==> config.mk <==
export PLATFORM = sky130hd
export DESIGN_NAME = sched_reg_store
export DESIGN_NICKNAME = d
export VERILOG_FILES = /design/src/rtl/sched_reg_store_pkg.sv /design/src/rtl/sst_slot_counter.sv /design/src/rtl/sst_route_decode.sv /design/src/rtl/sst_reg_chain.sv /design/src/rtl/sst_out_mux.sv /design/src/rtl/sched_reg_store.sv
export SDC_FILE = /design/constraint.sdc
export NUM_CORES = 1
export LEC_CHECK = 0
export BUFFER_PORTS_ARGS = -buffer_cell sky130_fd_sc_hd__buf_2
export CELL_PAD_IN_SITES_DETAIL_PLACEMENT = 0
export CELL_PAD_IN_SITES_GLOBAL_PLACEMENT = 1
export CORE_MARGIN = 5
export CORE_UTILIZATION = 43
export CTS_CLUSTER_DIAMETER = 120
export DETAILED_ROUTE_END_ITERATION = 10
export GPL_TIMING_DRIVEN = 0
export PLACE_DENSITY_LB_ADDON = 0.1
export SYNTH_ARGS = -nofsm -noshare
export SYNTH_HDL_FRONTEND = slang
export SYNTH_SLANG_ARGS = --single-unit
==> constraint.sdc <==
create_clock -name clk -period 1.1 [get_ports clk]
set_clock_uncertainty 0.1 [all_clocks]
set_input_delay 0.33 -clock clk [delete_from_list [all_inputs] [get_ports clk]]
set_output_delay 0.33 -clock clk [all_outputs]
set_load 0.01 [all_outputs]
==> src/rtl/sched_reg_store_pkg.sv <==
package sched_reg_store_pkg;

    // Width of a field able to index n distinct values (at least one bit).
    function automatic int idx_w(input int n);
        return (n <= 1) ? 1 : $clog2(n);
    endfunction

endpackage

==> src/rtl/sst_slot_counter.sv <==
module sst_slot_counter
    import sched_reg_store_pkg::*;
#(
    parameter int PERIOD = 4,
    parameter int CW     = idx_w(PERIOD)
) (
    input  logic          clk,
    input  logic          rst,
    output logic [CW-1:0] slot
);
    localparam logic [CW-1:0] LAST = CW'(PERIOD - 1);

    typedef enum logic [1:0] {
        ADVANCE = 2'd0,
        WRAP    = 2'd1,
        RESTART = 2'd2
    } slot_move_t;

    slot_move_t move;

    always_comb begin
        if (rst)
            move = RESTART;
        else if (slot == LAST)
            move = WRAP;
        else
            move = ADVANCE;
    end

    always_ff @(posedge clk) begin
        unique case (move)
            RESTART: slot <= '0;
            WRAP:    slot <= '0;
            ADVANCE: slot <= slot + CW'(1);
            default: slot <= '0;
        endcase
    end
endmodule

==> src/rtl/sst_route_decode.sv <==
module sst_route_decode
    import sched_reg_store_pkg::*;
#(
    parameter int                   PERIOD  = 4,
    parameter int                   CW      = 2,
    parameter int                   BW      = 1,
    parameter int                   OW      = 1,
    parameter logic [PERIOD*BW-1:0] BE_TAB  = '0,
    parameter logic [PERIOD*OW-1:0] OUT_TAB = '0
) (
    input  logic          clk,
    input  logic          rst,
    input  logic [CW-1:0] slot,
    output logic [BW-1:0] be_sel,
    output logic [OW-1:0] out_sel
);
    logic [BW-1:0] be_entry;
    logic [OW-1:0] out_entry;

    always_comb begin
        be_entry  = '0;
        out_entry = '0;
        for (int t = 0; t < PERIOD; t++) begin
            if (slot == CW'(t)) begin
                be_entry  = BE_TAB[t*BW +: BW];
                out_entry = OUT_TAB[t*OW +: OW];
            end
        end
    end

    always_ff @(posedge clk) begin
        if (rst) begin
            be_sel  <= '0;
            out_sel <= '0;
        end else begin
            be_sel  <= be_entry;
            out_sel <= out_entry;
        end
    end
endmodule

==> src/rtl/sst_reg_chain.sv <==
module sst_reg_chain
    import sched_reg_store_pkg::*;
#(
    parameter int                    WL      = 8,
    parameter int                    REG_CNT = 4,
    parameter int                    N_BACK  = 1,
    parameter int                    BW      = 1,
    parameter int                    IW      = 2,
    parameter logic [N_BACK*IW-1:0]  BE_SRC  = '0,
    parameter logic [N_BACK*IW-1:0]  BE_DST  = '0
) (
    input  logic                  clk,
    input  logic [WL-1:0]         din,
    input  logic [BW-1:0]         be_sel,
    output logic [REG_CNT*WL-1:0] chain
);
    logic [WL-1:0] regs [REG_CNT];
    logic [WL-1:0] nxt  [REG_CNT];

    for (genvar i = 0; i < REG_CNT; i++) begin : g_cell
        always_comb begin
            if (i == 0)
                nxt[i] = din;
            else
                nxt[i] = regs[(i == 0) ? 0 : i - 1];
            for (int k = 1; k <= N_BACK; k++) begin
                if (be_sel == BW'(k) && BE_DST[(k-1)*IW +: IW] == IW'(i))
                    nxt[i] = regs[BE_SRC[(k-1)*IW +: IW]];
            end
        end

        always_ff @(posedge clk) begin
            regs[i] <= nxt[i];
        end

        assign chain[i*WL +: WL] = regs[i];
    end
endmodule

==> src/rtl/sst_out_mux.sv <==
module sst_out_mux
    import sched_reg_store_pkg::*;
#(
    parameter int                   WL      = 8,
    parameter int                   REG_CNT = 4,
    parameter int                   N_OUT   = 2,
    parameter int                   OW      = 1,
    parameter int                   IW      = 2,
    parameter logic [N_OUT*IW-1:0]  OUT_REG = '0
) (
    input  logic                  clk,
    input  logic                  rst,
    input  logic [REG_CNT*WL-1:0] chain,
    input  logic [OW-1:0]         out_sel,
    output logic [WL-1:0]         dout
);
    logic [WL-1:0] picked;

    always_comb begin
        picked = '0;
        for (int j = 0; j < N_OUT; j++) begin
            if (out_sel == OW'(j)) begin
                for (int r = 0; r < REG_CNT; r++) begin
                    if (OUT_REG[j*IW +: IW] == IW'(r))
                        picked = chain[r*WL +: WL];
                end
            end
        end
    end

    always_ff @(posedge clk) begin
        if (rst)
            dout <= '0;
        else
            dout <= picked;
    end
endmodule

==> src/rtl/sched_reg_store.sv <==
module sched_reg_store
    import sched_reg_store_pkg::*;
#(
    parameter int WL      = 8,
    parameter int REG_CNT = 4,
    parameter int PERIOD  = 4,
    parameter int N_BACK  = 1,
    parameter int N_OUT   = 2,
    parameter logic [N_BACK*idx_w(REG_CNT)-1:0]   BE_SRC  = 2'd3,
    parameter logic [N_BACK*idx_w(REG_CNT)-1:0]   BE_DST  = 2'd0,
    parameter logic [N_OUT*idx_w(REG_CNT)-1:0]    OUT_REG = {2'd3, 2'd1},
    parameter logic [PERIOD*idx_w(N_BACK+1)-1:0]  BE_TAB  = 4'b1000,
    parameter logic [PERIOD*idx_w(N_OUT)-1:0]     OUT_TAB = 4'b1010
) (
    input  logic          clk,
    input  logic          rst,
    input  logic [WL-1:0] din,
    output logic [WL-1:0] dout
);
    localparam int CW = idx_w(PERIOD);
    localparam int BW = idx_w(N_BACK + 1);
    localparam int OW = idx_w(N_OUT);
    localparam int IW = idx_w(REG_CNT);

    logic [CW-1:0]         slot;
    logic [BW-1:0]         be_sel;
    logic [OW-1:0]         out_sel;
    logic [REG_CNT*WL-1:0] chain;

    sst_slot_counter #(.PERIOD(PERIOD), .CW(CW)) u_slot (
        .clk (clk),
        .rst (rst),
        .slot(slot)
    );

    sst_route_decode #(
        .PERIOD(PERIOD), .CW(CW), .BW(BW), .OW(OW),
        .BE_TAB(BE_TAB), .OUT_TAB(OUT_TAB)
    ) u_route (
        .clk    (clk),
        .rst    (rst),
        .slot   (slot),
        .be_sel (be_sel),
        .out_sel(out_sel)
    );

    sst_reg_chain #(
        .WL(WL), .REG_CNT(REG_CNT), .N_BACK(N_BACK), .BW(BW), .IW(IW),
        .BE_SRC(BE_SRC), .BE_DST(BE_DST)
    ) u_chain (
        .clk   (clk),
        .din   (din),
        .be_sel(be_sel),
        .chain (chain)
    );

    sst_out_mux #(
        .WL(WL), .REG_CNT(REG_CNT), .N_OUT(N_OUT), .OW(OW), .IW(IW),
        .OUT_REG(OUT_REG)
    ) u_omux (
        .clk    (clk),
        .rst    (rst),
        .chain  (chain),
        .out_sel(out_sel),
        .dout   (dout)
    );
endmodule

==> flow_metrics.env <==
export IMPL_power_frac_seq_pct=67.9
export IMPL_htree_levels=2
export IMPL_row_count=19
export IMPL_layout_common_cells="40 x dfxtp_1, 14 x buf_2, 10 x nor2_1, 8 x mux2_4, 8 x mux2i_1"
export IMPL_syn_avg_cell_area_sq_um=15.1
export IMPL_end_kind="output port"
export IMPL_grt_usage_pct=9.38
export IMPL_clk_latency_ns=0.33
export IMPL_fmax_mhz=828
export IMPL_drt_iter0_drc=5
export IMPL_slowest_delay_ns=0.34
export IMPL_fin_crit_ns=1.21
export IMPL_routedWlPerCell_um=12.0
export IMPL_grt_overflow=0
export IMPL_place_gp_congestion=0.589
export IMPL_port_buffers=17
export IMPL_cp_slowest_cell="dfxtp_2"
export IMPL_avgViaCountPerCell=4.35
export IMPL_final_util_pct=51.0
export IMPL_syn_num_nets=91
export IMPL_mappedNetlistArea_sq_um=1190
export IMPL_clkSinkCount=44
export IMPL_cp_top_family="flip-flops"
export IMPL_post_synth_top_area_cell="dfxtp_1"
export IMPL_p_clk_share_pct=24.3
export IMPL_vias=574
export IMPL_grt_pass1_vias=604
export IMPL_synth_seq_cells=44
export IMPL_ios=18
export IMPL_yosys_top_cells_area="dfxtp_1 74%, mux2_4 10%, mux2i_1 6.7%"
export IMPL_switching_share_pct=21.0
export IMPL_ff2ff_setup_slack_ns=0.08
export IMPL_placed_area_sq_um=1320
export IMPL_start_kind="flop"
export IMPL_dp_hpwl_um=1050
export IMPL_syn_inst=79
export IMPL_maxSlewHeadroom_pct=86.4
export IMPL_dpl_worst_slack_ns=0.0992
export IMPL_finalSetupViolCount=8
export IMPL_r2r_end="u_chain.regs[0][4]$_DFF_P_"
export IMPL_grt_pass1_wl_um=2680
export IMPL_power_density_nw_per_um2=1880
export IMPL_r2r_start="u_route.be_sel$_SDFF_PP0_"
export IMPL_min_path_type="in -> reg"
export IMPL_antenna_found_initial=0
export IMPL_fin_area_sq_um=1380
export IMPL_critical_path_cell_chain="buf_6"
export IMPL_r2r_cells=2
export IMPL_rsz0062_at_grt="yes"
export IMPL_timing_final_ws_setup_ns=-0.107
export IMPL_tightest_slew_ns=0.203
export IMPL_vdd_drop_max_v=0.00124
export IMPL_period_share_pct=110
export IMPL_root_buffer="clkbuf_4"
export IMPL_slew_viol_final=0
export IMPL_worstPathMaxFanout=1
export IMPL_synth_seq_area_share_pct=73.9
export IMPL_path_buf_inv=1
export IMPL_cts_clk_slew_worst_paths_ns=0.11
export IMPL_yosysWarnings=0
export IMPL_grt_max_degree=12
export IMPL_initial_core_util_pct=44.0
export IMPL_cts_tree="yes"
export IMPL_hold_path_cell_count=2
export IMPL_die_w_um=62.6
export IMPL_finalHoldViolations=0
export IMPL_cts_hold_buf=0
export IMPL_diodes=0
export IMPL_fin_total_pwr_mw=2.60
export IMPL_synth_top_area_share_pct=73.9
export IMPL_comb_power_share_pct=7.8
export IMPL_violations="negative setup slack"
export IMPL_cts_buffers=5
export IMPL_die_height_um=62.6
export IMPL_p_sw_mw=0.545
export IMPL_worst_ep_required_time_ns=0.67
export IMPL_max_cap_violations=0
export IMPL_cp_arrival_ns=0.78
export IMPL_area_growth_pct=16.1
export IMPL_status="complete, but fails checks"
export IMPL_core_sq_um=2710
export IMPL_layout_commonest_cell="dfxtp_1"
export IMPL_n_fill_cell=244
export IMPL_hold_start="rst"
export IMPL_die_area_sq_um=3920
export IMPL_worst_setup_path_type="reg -> out"
export IMPL_drive_gt1_share_pct=36.6
export IMPL_fin_nets=115
export IMPL_internal_power_mw=2.05
export IMPL_hold_end="u_route.be_sel$_SDFF_PP0_"
export IMPL_post_route_drc_count=0
export IMPL_finalWirelength_um=1580
export IMPL_ys_types=10
export IMPL_final_antenna_net_count=0
export IMPL_power_leakage_nw=0.610
export IMPL_clk_path_buf_depth=2
export IMPL_drt_pass1_iter_count=4
routing by layer:
metal	routed length [um]	share of wire (%)	global-route usage (%)	vias to the layer above
li1	-	-	-	301
met1	725	46	10.4	254
met2	724	46	13.3	17
met3	117	7.4	4.50	2
met4	14	0.88	7.96	0
met5	0	0	0	-
how the worst max path moves through the flow:
stage	from	to	slack, ns	cells past startpoint
floorplan	u_route.be_sel$_SDFF_PP0_	u_chain.regs[0][0]$_DFF_P_	0.14	2
global placement	u_route.be_sel$_SDFF_PP0_	u_chain.regs[0][4]$_DFF_P_	0.10	2
detailed placement	u_route.be_sel$_SDFF_PP0_	u_chain.regs[0][4]$_DFF_P_	0.1	2
CTS	u_omux.dout[1]$_SDFF_PP0_	dout[1]	-0.13	1
global route	u_omux.dout[1]$_SDFF_PP0_	dout[1]	-0.15	1
finish	u_omux.dout[1]$_SDFF_PP0_	dout[1]	-0.11	1
final cells by class:
class                      instances  area, sq um  share of cell area, %
sequential                        44          886                   64.1
multi-input combinational         31          279                   20.2
timing repair buffer              17          110                   7.96
tap                               31         38.8                   2.81
clock buffer                       5         37.5                   2.71
buffer                             3         27.5                   1.99
inverter                           1         3.75                  0.271
worst register-to-register path: stages (launching register included):
cell and delay [ns]:
dfxtp_1 0.34, buf_6 0.16, mux2_4 0.31
state kept, by name (all words and copies together), names as in the netlist:
name and count:
u_route.out_sel 1, u_slot.slot 2, u_chain.regs 32, u_route.be_sel 1, u_omux.dout 8
Yosys cell counts:
cell,number
dfxtp_1,44
nor2_1,10
mux2_4,8
mux2i_1,8
buf_6,2
ha_1,2
nor3_1,2
buf_2,1
inv_1,1
nor2b_1,1
through the flow:
step,setup TNS [ns],hold slack [ns],std cells
2_1_floorplan,0,0.210,79
6_report,-0.746,0.0677,132
5_1_grt,-1.16,0.0439,132
4_1_cts,-0.951,0.0460,132
3_3_place_gp,0,0.211,127
3_5_place_dp,0,0.212,127
cells by family (layout without fill, tap and decap cells):
kind of cell / after synthesis / count (layout) / synth area share [%]
buffers and inverters: 4 / 26 / 2.63
muxes: 16 / 16 / 16.8
DFF: 44 / 44 / 73.9
and+or+nand+nor: 13 / 13 / 4.52
adders and majority gates: 2 / 2 / 2.10
power groups by stage:
stage | sequential [mW] | combinational (mW) | clock, mW
floorplan | 1.80 | 0.119 | 0
global placement | 1.79 | 0.191 | 0
detailed placement | 1.80 | 0.194 | 0
CTS | 1.76 | 0.198 | 0.669
global route | 1.78 | 0.224 | 0.728
finish | 1.76 | 0.203 | 0.632
repair_timing:
item | 4_1_cts | 5_1_grt
setup buffers | 0 | 0
endpoints found under the setup margin | 8 | 8
hold endpoints to repair | 0 | 0
resized for setup | 2 | 6
No activity file was read; power rests on OpenSTA's default activity.
